===== src/rtl/rxm_pkg.sv =====
package rxm_pkg;
  localparam int DATA_W    = 16;
  localparam int LEN_W     = 3;
  localparam int BASE_BITS = 8;
  localparam int ADDR_W    = 2;
  localparam int CTRL_W    = 5 + LEN_W;

  localparam logic [ADDR_W-1:0] ADDR_CTRL = 2'd0;
  localparam logic [ADDR_W-1:0] ADDR_RX   = 2'd1;
  localparam logic [ADDR_W-1:0] ADDR_STAT = 2'd2;

  typedef struct packed {
    logic [LEN_W-1:0] len;
    logic             lsb_first;
    logic             go;
    logic             tx_en;
    logic             rx_en;
    logic             run;
  } ctrl_t;
endpackage


===== src/rtl/rxm_regs.sv =====
module rxm_regs
  import rxm_pkg::*;
(
  input  logic              clk_i,
  input  logic              rst_ni,
  input  logic [ADDR_W-1:0] addr_i,
  input  logic              wr_i,
  input  logic [CTRL_W-1:0] wdata_i,
  output logic [DATA_W-1:0] rdata_o,
  input  logic              load_i,
  input  logic [DATA_W-1:0] word_i,
  input  logic              busy_i,
  output ctrl_t             ctrl_o
);
  ctrl_t             ctrl_q;
  ctrl_t             wr_val;
  logic [DATA_W-1:0] rx_q;

  assign wr_val = ctrl_t'(wdata_i);

  always_ff @(posedge clk_i or negedge rst_ni) begin
    if (!rst_ni) begin
      ctrl_q <= '0;
    end else if (wr_i && addr_i == ADDR_CTRL) begin
      ctrl_q.run <= wr_val.run;
      ctrl_q.go  <= wr_val.go;
      if (!ctrl_q.run) begin
        ctrl_q.rx_en     <= wr_val.rx_en;
        ctrl_q.tx_en     <= wr_val.tx_en;
        ctrl_q.lsb_first <= wr_val.lsb_first;
        ctrl_q.len       <= wr_val.len;
      end
    end
  end

  always_ff @(posedge clk_i or negedge rst_ni) begin
    if (!rst_ni)          rx_q <= '0;
    else if (!ctrl_q.run) rx_q <= '0;
    else if (load_i)      rx_q <= word_i;
  end

  always_comb begin
    unique case (addr_i)
      ADDR_CTRL: rdata_o = {{(DATA_W-CTRL_W){1'b0}}, ctrl_q};
      ADDR_RX:   rdata_o = rx_q;
      ADDR_STAT: rdata_o = {{(DATA_W-1){1'b0}}, busy_i};
      default:   rdata_o = '0;
    endcase
  end

  assign ctrl_o = ctrl_q;


  mode_hold_chk: assert property (@(posedge clk_i) disable iff (!rst_ni)
    (wr_i && addr_i == ADDR_CTRL && ctrl_q.run) |=>
      $stable({ctrl_q.len, ctrl_q.lsb_first, ctrl_q.tx_en, ctrl_q.rx_en}));
endmodule


===== src/rtl/rxm_clkgen.sv =====
module rxm_clkgen #(
  parameter int HALF_DIV = 2
) (
  input  logic clk_i,
  input  logic rst_ni,
  input  logic clr_i,
  input  logic start_i,
  input  logic active_i,
  output logic sck_o,
  output logic rise_o
);
  localparam int CW = (HALF_DIV > 1) ? $clog2(HALF_DIV) : 1;
  localparam logic [CW-1:0] LAST = CW'(HALF_DIV - 1);

  logic [CW-1:0] hcnt_q;
  logic          sck_q;
  logic          wrap;

  assign wrap   = (hcnt_q == LAST);
  assign rise_o = active_i && !sck_q && wrap;
  assign sck_o  = sck_q;

  always_ff @(posedge clk_i or negedge rst_ni) begin
    if (!rst_ni) begin
      sck_q  <= 1'b1;
      hcnt_q <= '0;
    end else if (clr_i) begin
      sck_q  <= 1'b1;
      hcnt_q <= '0;
    end else if (start_i) begin
      sck_q  <= 1'b0;
      hcnt_q <= '0;
    end else if (active_i) begin
      if (wrap) begin
        hcnt_q <= '0;
        sck_q  <= ~sck_q;
      end else begin
        hcnt_q <= hcnt_q + 1'b1;
      end
    end
  end


  half_range_chk: assert property (@(posedge clk_i) disable iff (!rst_ni)
    hcnt_q <= LAST);
endmodule


===== src/rtl/rxm_shifter.sv =====
module rxm_shifter #(
  parameter int DW    = 16,
  parameter int LW    = 3,
  parameter int BASE  = 8
) (
  input  logic          clk_i,
  input  logic          rst_ni,
  input  logic          clr_i,
  input  logic          start_i,
  input  logic          rise_i,
  input  logic          sdi_i,
  input  logic          lsb_first_i,
  input  logic [LW-1:0] len_i,
  output logic          done_o,
  output logic [DW-1:0] word_o
);
  localparam int BCW = $clog2(DW + 1);

  logic [DW-1:0]  sh_q, sh_nxt;
  logic [BCW-1:0] cnt_q, n_bits, shamt;

  assign n_bits = BCW'(BASE) + BCW'(len_i);
  assign shamt  = BCW'(DW) - n_bits;
  assign done_o = rise_i && (cnt_q == n_bits - 1'b1);

  always_comb begin
    if (lsb_first_i) begin
      sh_nxt = {sdi_i, sh_q[DW-1:1]};
      word_o = sh_nxt >> shamt;
    end else begin
      sh_nxt = {sh_q[DW-2:0], sdi_i};
      word_o = sh_nxt;
    end
  end

  always_ff @(posedge clk_i or negedge rst_ni) begin
    if (!rst_ni) begin
      sh_q  <= '0;
      cnt_q <= '0;
    end else if (clr_i || start_i) begin
      sh_q  <= '0;
      cnt_q <= '0;
    end else if (rise_i) begin
      sh_q  <= sh_nxt;
      cnt_q <= done_o ? '0 : cnt_q + 1'b1;
    end
  end


  bit_range_chk: assert property (@(posedge clk_i) disable iff (!rst_ni)
    cnt_q < n_bits);
endmodule


===== src/rtl/rxm_top.sv =====
module rxm_top
  import rxm_pkg::*;
#(
  parameter int HALF_DIV = 2
) (
  input  logic              clk_i,
  input  logic              rst_ni,
  input  logic [ADDR_W-1:0] addr_i,
  input  logic              wr_i,
  input  logic              rd_i,
  input  logic [CTRL_W-1:0] wdata_i,
  output logic [DATA_W-1:0] rdata_o,
  output logic              sck_o,
  input  logic              sdi_i,
  output logic              sdo_o,
  output logic              irq_o
);
  ctrl_t             ctrl;
  logic              busy_q, irq_q, start, done, rise, clr, rx_rd;
  logic [DATA_W-1:0] word;

  assign clr   = !ctrl.run;
  assign rx_rd = rd_i && addr_i == ADDR_RX;
  assign start = rx_rd && ctrl.run && ctrl.rx_en && !ctrl.tx_en && ctrl.go && !busy_q;

  always_ff @(posedge clk_i or negedge rst_ni) begin
    if (!rst_ni) begin
      busy_q <= 1'b0;
      irq_q  <= 1'b0;
    end else begin
      irq_q <= done && !clr;
      if (clr)        busy_q <= 1'b0;
      else if (start) busy_q <= 1'b1;
      else if (done)  busy_q <= 1'b0;
    end
  end

  rxm_regs i_regs (
    .clk_i, .rst_ni, .addr_i, .wr_i, .wdata_i, .rdata_o,
    .load_i (done),
    .word_i (word),
    .busy_i (busy_q),
    .ctrl_o (ctrl)
  );

  rxm_clkgen #(.HALF_DIV(HALF_DIV)) i_clkgen (
    .clk_i, .rst_ni,
    .clr_i    (clr),
    .start_i  (start),
    .active_i (busy_q),
    .sck_o,
    .rise_o   (rise)
  );

  rxm_shifter #(.DW(DATA_W), .LW(LEN_W), .BASE(BASE_BITS)) i_shifter (
    .clk_i, .rst_ni,
    .clr_i       (clr),
    .start_i     (start),
    .rise_i      (rise),
    .sdi_i,
    .lsb_first_i (ctrl.lsb_first),
    .len_i       (ctrl.len),
    .done_o      (done),
    .word_o      (word)
  );

  assign sdo_o = 1'b0;
  assign irq_o = irq_q;


  idle_high_chk: assert property (@(posedge clk_i) disable iff (!rst_ni)
    !busy_q |-> sck_o);

  irq_pulse_chk: assert property (@(posedge clk_i) disable iff (!rst_ni)
    irq_o |=> !irq_o);

  irq_fall_chk: assert property (@(posedge clk_i) disable iff (!rst_ni)
    irq_o |-> (!busy_q && $past(busy_q)));

  stop_chk: assert property (@(posedge clk_i) disable iff (!rst_ni)
    !ctrl.run |=> !busy_q);

  no_restart_chk: assert property (@(posedge clk_i) disable iff (!rst_ni)
    (busy_q && rx_rd && !done && ctrl.run) |=> busy_q);
endmodule


===== config.mk =====
export PLATFORM = sky130hd
export DESIGN_NAME = rxm_top
export DESIGN_NICKNAME = d
export VERILOG_FILES = /design/src/rtl/rxm_pkg.sv /design/src/rtl/rxm_regs.sv /design/src/rtl/rxm_clkgen.sv /design/src/rtl/rxm_shifter.sv /design/src/rtl/rxm_top.sv
export SDC_FILE = /design/constraint.sdc
export NUM_CORES = 1
export LEC_CHECK = 0
export ABC_AREA = 1
export ABC_CLOCK_PERIOD_IN_PS = 2000
export BUFFER_PORTS_ARGS = -buffer_cell sky130_fd_sc_hd__buf_4
export CORE_MARGIN = 4
export CORE_UTILIZATION = 40
export DETAILED_ROUTE_END_ITERATION = 7
export PLACE_DENSITY = 0.69
export SYNTH_ARGS = -nofsm -noshare
export SYNTH_HDL_FRONTEND = slang
export SYNTH_SLANG_ARGS = --single-unit

===== constraint.sdc =====
create_clock -name clk_i -period 2 [get_ports clk_i]
set_clock_uncertainty 0.1 [all_clocks]
set_input_delay 0.2 -clock clk_i [delete_from_list [all_inputs] [get_ports clk_i]]
set_output_delay 0.2 -clock clk_i [all_outputs]
set_load 0.01 [all_outputs]

# Word-level counts from Yosys, hierarchy flattened
# Cells that the tools add are included.
# classes
bitwise,2
mux,21
eq_ne,7
reduce_logical,20
n_mul,0
n_shift,1
div,0
n_lt_le_gt_ge,0
addsub,5
# ops
operator,count
16-bit two-way mux,6
16-bit case mux with 3 select lines,1
16-bit by 5-bit right shift with 16-bit output,1
5-bit two-way mux,3
1-bit logical AND,11
1-bit two-way mux,11
3-bit by 2-bit inequality test with 1-bit output (second input constant),2
4-bit by 3-bit adder with 5-bit output (first input constant),1
5-bit by 1-bit adder with 5-bit output (second input constant),1
5-bit equality test,1
5-bit by 1-bit subtractor with 5-bit output (second input constant),1
5-bit subtractor (first input constant),1
1-bit logical NOT,4
2-bit AND reduction,2
3-bit by 1-bit inequality test with 1-bit output (second input constant),1
2-bit by 1-bit equality test with 1-bit output (second input constant),1
2-bit equality test (second input constant),1
2-bit logical NOT,1
2-bit inequality test (second input constant),1
1-bit inverter,2
2-bit nonzero test,1
1-bit adder (second input constant),1
1-bit logical OR,1
# word_totals
romBits,0
latchBits,0
in_bits,15
ramBits,0
word_cells,69
mem_count,0
reg_bits,49

# Logic depth before layout (Yosys ltp)
# logic_depth
word_depth,9
ltp_mapped,14
mapped_depth_nobuf,12

# Hierarchy
# A second synthesis with hierarchy kept.
# unflattened
hier_cells,481
hier_area_um2,3258.1
# by_module_without_submodules
mod,cells_each,area_each_um2,n_inst,seq_area_each_um2
rxm_shifter,309,1884.3,1,525.5
rxm_regs,139,1151.1,1,600.6
rxm_top,20,125.1,1,50.0
rxm_clkgen,13,97.6,1,51.3

# Worst setup path before layout
# Ideal clock, no wire load.
# synth_path
path_type,register to register
from,"register i_regs.ctrl_q, in the netlist i_regs.ctrl_o[5]"
to,register i_regs.rx_q[2]
synth_period_minus_slack_ps,2062
required_ps,1779
arrival_ps,1841
setup_slack_ps,-62
path_stages_with_launch,13
setup_time_ps,121
cell_sequence,dfrtp_1 buf_4 inv_4 buf_2 ha_1 buf_4 nand2_1 nand3_1 nor2_4 nand2_4 buf_6 nand3_1 o21ai_1
# synth_via
elab_chain_len,6
word_cells_on_any_way,10
# synth_rtl
element,line_no,rtl
"start, declared",rxm_regs.sv:15,ctrl_t ctrl_q;
4-bit by 3-bit adder with 5-bit output *,rxm_shifter.sv:22,assign n_bits = BCW'(BASE) + BCW'(len_i);
5-bit subtractor,rxm_shifter.sv:23,assign shamt = BCW'(DW) - n_bits;
16-bit by 5-bit right shift with 16-bit output,rxm_shifter.sv:29,word_o = sh_nxt >> shamt;
16-bit two-way mux,rxm_shifter.sv:27,if (lsb_first_i) begin
16-bit two-way mux,rxm_regs.sv:39,else if (load_i) rx_q <= word_i;
16-bit two-way mux,rxm_regs.sv:38,else if (!ctrl_q.run) rx_q <= '0;
"end signal, assigned",rxm_regs.sv:39,
"end, declared",rxm_regs.sv:17,logic [DATA_W-1:0] rx_q;
# Every way passes the cells marked *; elsewhere a longest branch is shown, timed or not. The select of a mux whose other input is x is not followed.
# A chain may end at the register's enable or synchronous reset.

# Worst setup path after layout
# layout_path
from,"register i_regs.ctrl_q, in the netlist i_regs.ctrl_o[6]"
to,register i_regs.rx_q[13]
# Same word-level chain as after synthesis.

==> Flow_metrics.wiki <==
{| class="wikitable"
! Metric !! Value
|-
| Run status || completed
|-
| Clock buffer count from CTS || 5
|-
| Effective utilization at floorplan || 41.5%
|-
| Number of synthesized flops with an enable pin || 0
|-
| GP Congestion || 0.981
|-
| Number of nets with antenna violations after detailed routing || 0
|-
| Number of max-cap violations || 0
|-
| Fillers || 809
|-
| # diodes || 0
|-
| Worst hold path class || primary input to register
|-
| GR Util All Layers || 19.8%
|-
| Synthesized cell area || 0.00324 mm^2
|-
| Maximum fanout count along the critical path || 19
|-
| Share of the core filled with cells in the final layout || 48.3%
|-
| Number of H-tree levels || 2
|-
| Worst max-slew margin expressed relative to the limit || 58.1%
|-
| Buffers from clock root to sink, at most || 2
|-
| Floorplan core area || 0.00781 mm^2
|-
| Final number of setup-violating endpoints || 0
|-
| Post-Place Worst Slack || 154 ps
|-
| Post-layout instance count excluding filler cells || 617
|-
| Standard-cell row count || 32
|-
| Die height || 98.0 um
|-
| Count of pins on the block boundary || 34
|-
| Number of port buffers || 32
|-
| Final wirelength || 9140 um
|-
| Number of endpoints with negative hold slack in the final report || 0
|-
| Global route overflow || 0
|-
| Crit share post-route || 93.6%
|-
| Nature of the critical path endpoint || register
|-
| Number of slew-limit violations in the final report || 0
|-
| Syn-to-layout area delta || 16.4%
|-
| Count of yosys warnings during synthesis || 0
|-
| Post-Synthesis Net Count || 498
|-
| Mapped Cells || 481
|-
| Worst-margin pin slew || 629 ps
|-
| Dpl cell area || 0.00361 mm^2
|-
| Via count of the first global-routing pass || 3216
|-
| Post-route cell area || 0.00377 mm^2
|-
| Final HPWL from detailed placement || 6950 um
|-
| Total power divided by cell area || 875 mW/mm^2
|-
| Final-stage net count || 532
|-
| First-pass iteration count of the detailed router || 5
|-
| Flops & latches, synth || 49
|-
| Arrival time worst endpoint || 2010 ps
|-
| Highest attainable clock frequency || 534 MHz
|-
| Part of the Yosys area used for sequential elements || 37.9%
|-
| Worst setup startpoint || i_regs.ctrl_o[6]$_DFFE_PN0P_
|-
| Critical Setup Path Class || register to register
|-
| Primary flip-flop cell chosen by synthesis mapping || dfrtp_1
|-
| Share of cells above drive strength 1 || 15.1%
|-
| Antenna violations before repair || 0
|-
| First-pass GRT wire length || 15700 um
|-
| Floorplan die area || 0.00961 mm^2
|-
| Maximum number of pins on one net before global-route repair || 50
|-
| CTS tree || yes
|-
| Leakage power total || 1.80 nW
|-
| Peak ir drop on the vdd network || 0.365 mV
|-
| Die span in x || 98.0 um
|-
| Routed vias || 3305
|-
| Count of unique library cells instantiated by Yosys || 34
|-
| Reg-to-Reg Start || i_regs.ctrl_o[6]$_DFFE_PN0P_
|-
| Min cycle time layout || 1870 ps
|-
| WP data required || 2130 ps
|-
| Syn Area/Cell || 6.74 um^2
|-
| Total power || 3.30 mW
|-
| Hold path startpoint || wdata_i[7]
|-
| Synth async-reset ratio || 100%
|-
| Clock network latency to the later pin of the worst-skew pair || 310 ps
|-
| Via density per instance || 5.36
|-
| Total number of clock tree sinks || 49
|-
| Final WS setup || 128 ps
|-
| Buffer type at the clock tree root || clkbuf_8
|-
| DR WL/cell || 14.8 um
|-
| 1st-iter DRT viols || 301
|-
| Post-Place Cells || 607
|-
| DRC violation count after routing || 0
|-
| CTS clock-pin slew for the worst setup and hold paths || 90 ps
|-
| Critical Path Source Type || register
|}
through the flow:
stage                     hold slack (ps)  TNS (ps)
after CTS                            32.2         0
after global placement                161         0
final                                37.1         0
after floorplan                      -196         0
after detailed placement              167         0
after global routing                 53.3     -9.34
path summary, 6_finish.rpt:
| check | end | slack, ps | cells after the start |
|---|---|---|---|
| setup / recovery | i_regs.rx_q[13]$_DFFE_PN0P_ | 130 | 10 |
| hold reg to reg | i_regs.rx_q[15]$_DFFE_PN0P_ | 420 | 2 |
| setup reg to reg | i_regs.rx_q[13]$_DFFE_PN0P_ | 130 | 10 |
| min in group asynchronous | i_shifter.sh_q[15]$_DFFE_PN0P_ | 350 | 2 |
| hold / removal | i_regs.ctrl_o[7]$_DFFE_PN0P_ | 40 | 3 |
| max in group asynchronous | i_clkgen.hcnt_q$_DFFE_PN0P_ | 1020 | 2 |
what timing repair did:
action,4_1_cts,5_1_grt
hold buffers,3,0
hold endpoints to repair,50,0
endpoints found under the setup margin,0,8
setup buffers,0,0
resized for setup,0,6
synthesized netlist by cell type (2+ instances only):
cell type | number | area (um^2)
o21ai_1 | 7 | 35.0
nand3_1 | 83 | 415
o21ai_0 | 32 | 160
buf_2 | 7 | 35.0
or2_2 | 6 | 37.5
nor2_8 | 2 | 40.0
nand4_1 | 5 | 31.3
nor2_1 | 37 | 139
nor3_1 | 4 | 20.0
dfrtp_1 | 48 | 1200
buf_4 | 4 | 30.0
buf_1 | 3 | 11.3
inv_1 | 38 | 143
nand2_2 | 6 | 37.5
clkbuf_1 | 6 | 22.5
o31ai_1 | 3 | 22.5
nand2_1 | 148 | 556
inv_2 | 2 | 7.51
nor2_4 | 2 | 22.5
a211oi_1 | 7 | 52.6
ha_1 | 2 | 25.0
a21oi_1 | 17 | 85.1
logic make-up (layout without fill, tap and decap cells):
| group | Yosys count | count (layout) | share of synthesized area, % |
|---|---|---|---|
| flip-flops | 49 | 49 | 37.9 |
| AO/OA/AOI/OAI | 69 | 69 | 11.6 |
| AND/OR/NAND/NOR | 297 | 297 | 41.3 |
| adder cells (fa/ha/maj) | 2 | 2 | 0.772 |
| buffers and inverters | 63 | 97 | 8.34 |
| other | 1 | 1 | 0.116 |
registers in the layout, summed over array words and instances (netlist names):
register,count
i_shifter.sh_q,16
i_shifter.cnt_q,5
i_clkgen.sck_o,1
i_regs.ctrl_o,8
i_clkgen.hcnt_q,1
busy_q,1
irq_o,1
i_regs.rx_q,16
metal layers:
layer | wire, um | global-route usage (%) | vias up
met2 | 4280 | 31.2 | 96
met3 | 515 | 3.21 | 5
met4 | 66 | 4.05 | 0
met1 | 4280 | 28.7 | 1559
li1 | - | - | 1645
met5 | 0 | 0 | -
cells in the final DEF (no fill, tap or decap), types with 2 or more instances in the layout:
master / count
a211oi_1: 7
nor2_4: 2
nand2_2: 6
or2_2: 6
clkbuf_8: 5
inv_2: 2
a21oi_1: 17
dlygate4sd3_1: 3
nand3_1: 82
nor3_1: 4
inv_1: 38
o31ai_1: 3
nand4_1: 5
buf_4: 43
o21ai_1: 7
nand2_1: 148
o21ai_0: 32
nand3_2: 2
nor2_1: 37
dfrtp_1: 48
nor2_8: 2
worst max-delay path, cell delays in order (launching register included):
cell	delay [ps]
dfrtp_1	360
inv_1	80
ha_4	290
inv_2	90
nand2_1	90
nand3_2	100
nor2_4	210
nand2_8	150
nor2_8	170
nand2_1	80
o21ai_1	80
cell type report:
cell class	instances	area, um^2	share of cell area, %
clock buffer	5	68.8	1.82
clock inverter	2	35.0	0.929
inverter	42	160	4.25
multi-input combinational	369	1770	46.9
sequential	49	1230	32.5
tap	102	128	3.38
timing repair buffer	48	384	10.2
power by group:
| part | internal [mW] | total, mW | switching (mW) | leakage [nW] |
|---|---|---|---|---|
| combinational | 0.525 | 1.54 | 1.01 | 1.09 |
| clock | 0.364 | 0.700 | 0.336 | 0.0540 |
| sequential | 1.03 | 1.06 | 0.0339 | 0.658 |
No activity file was read; power rests on OpenSTA's default activity.
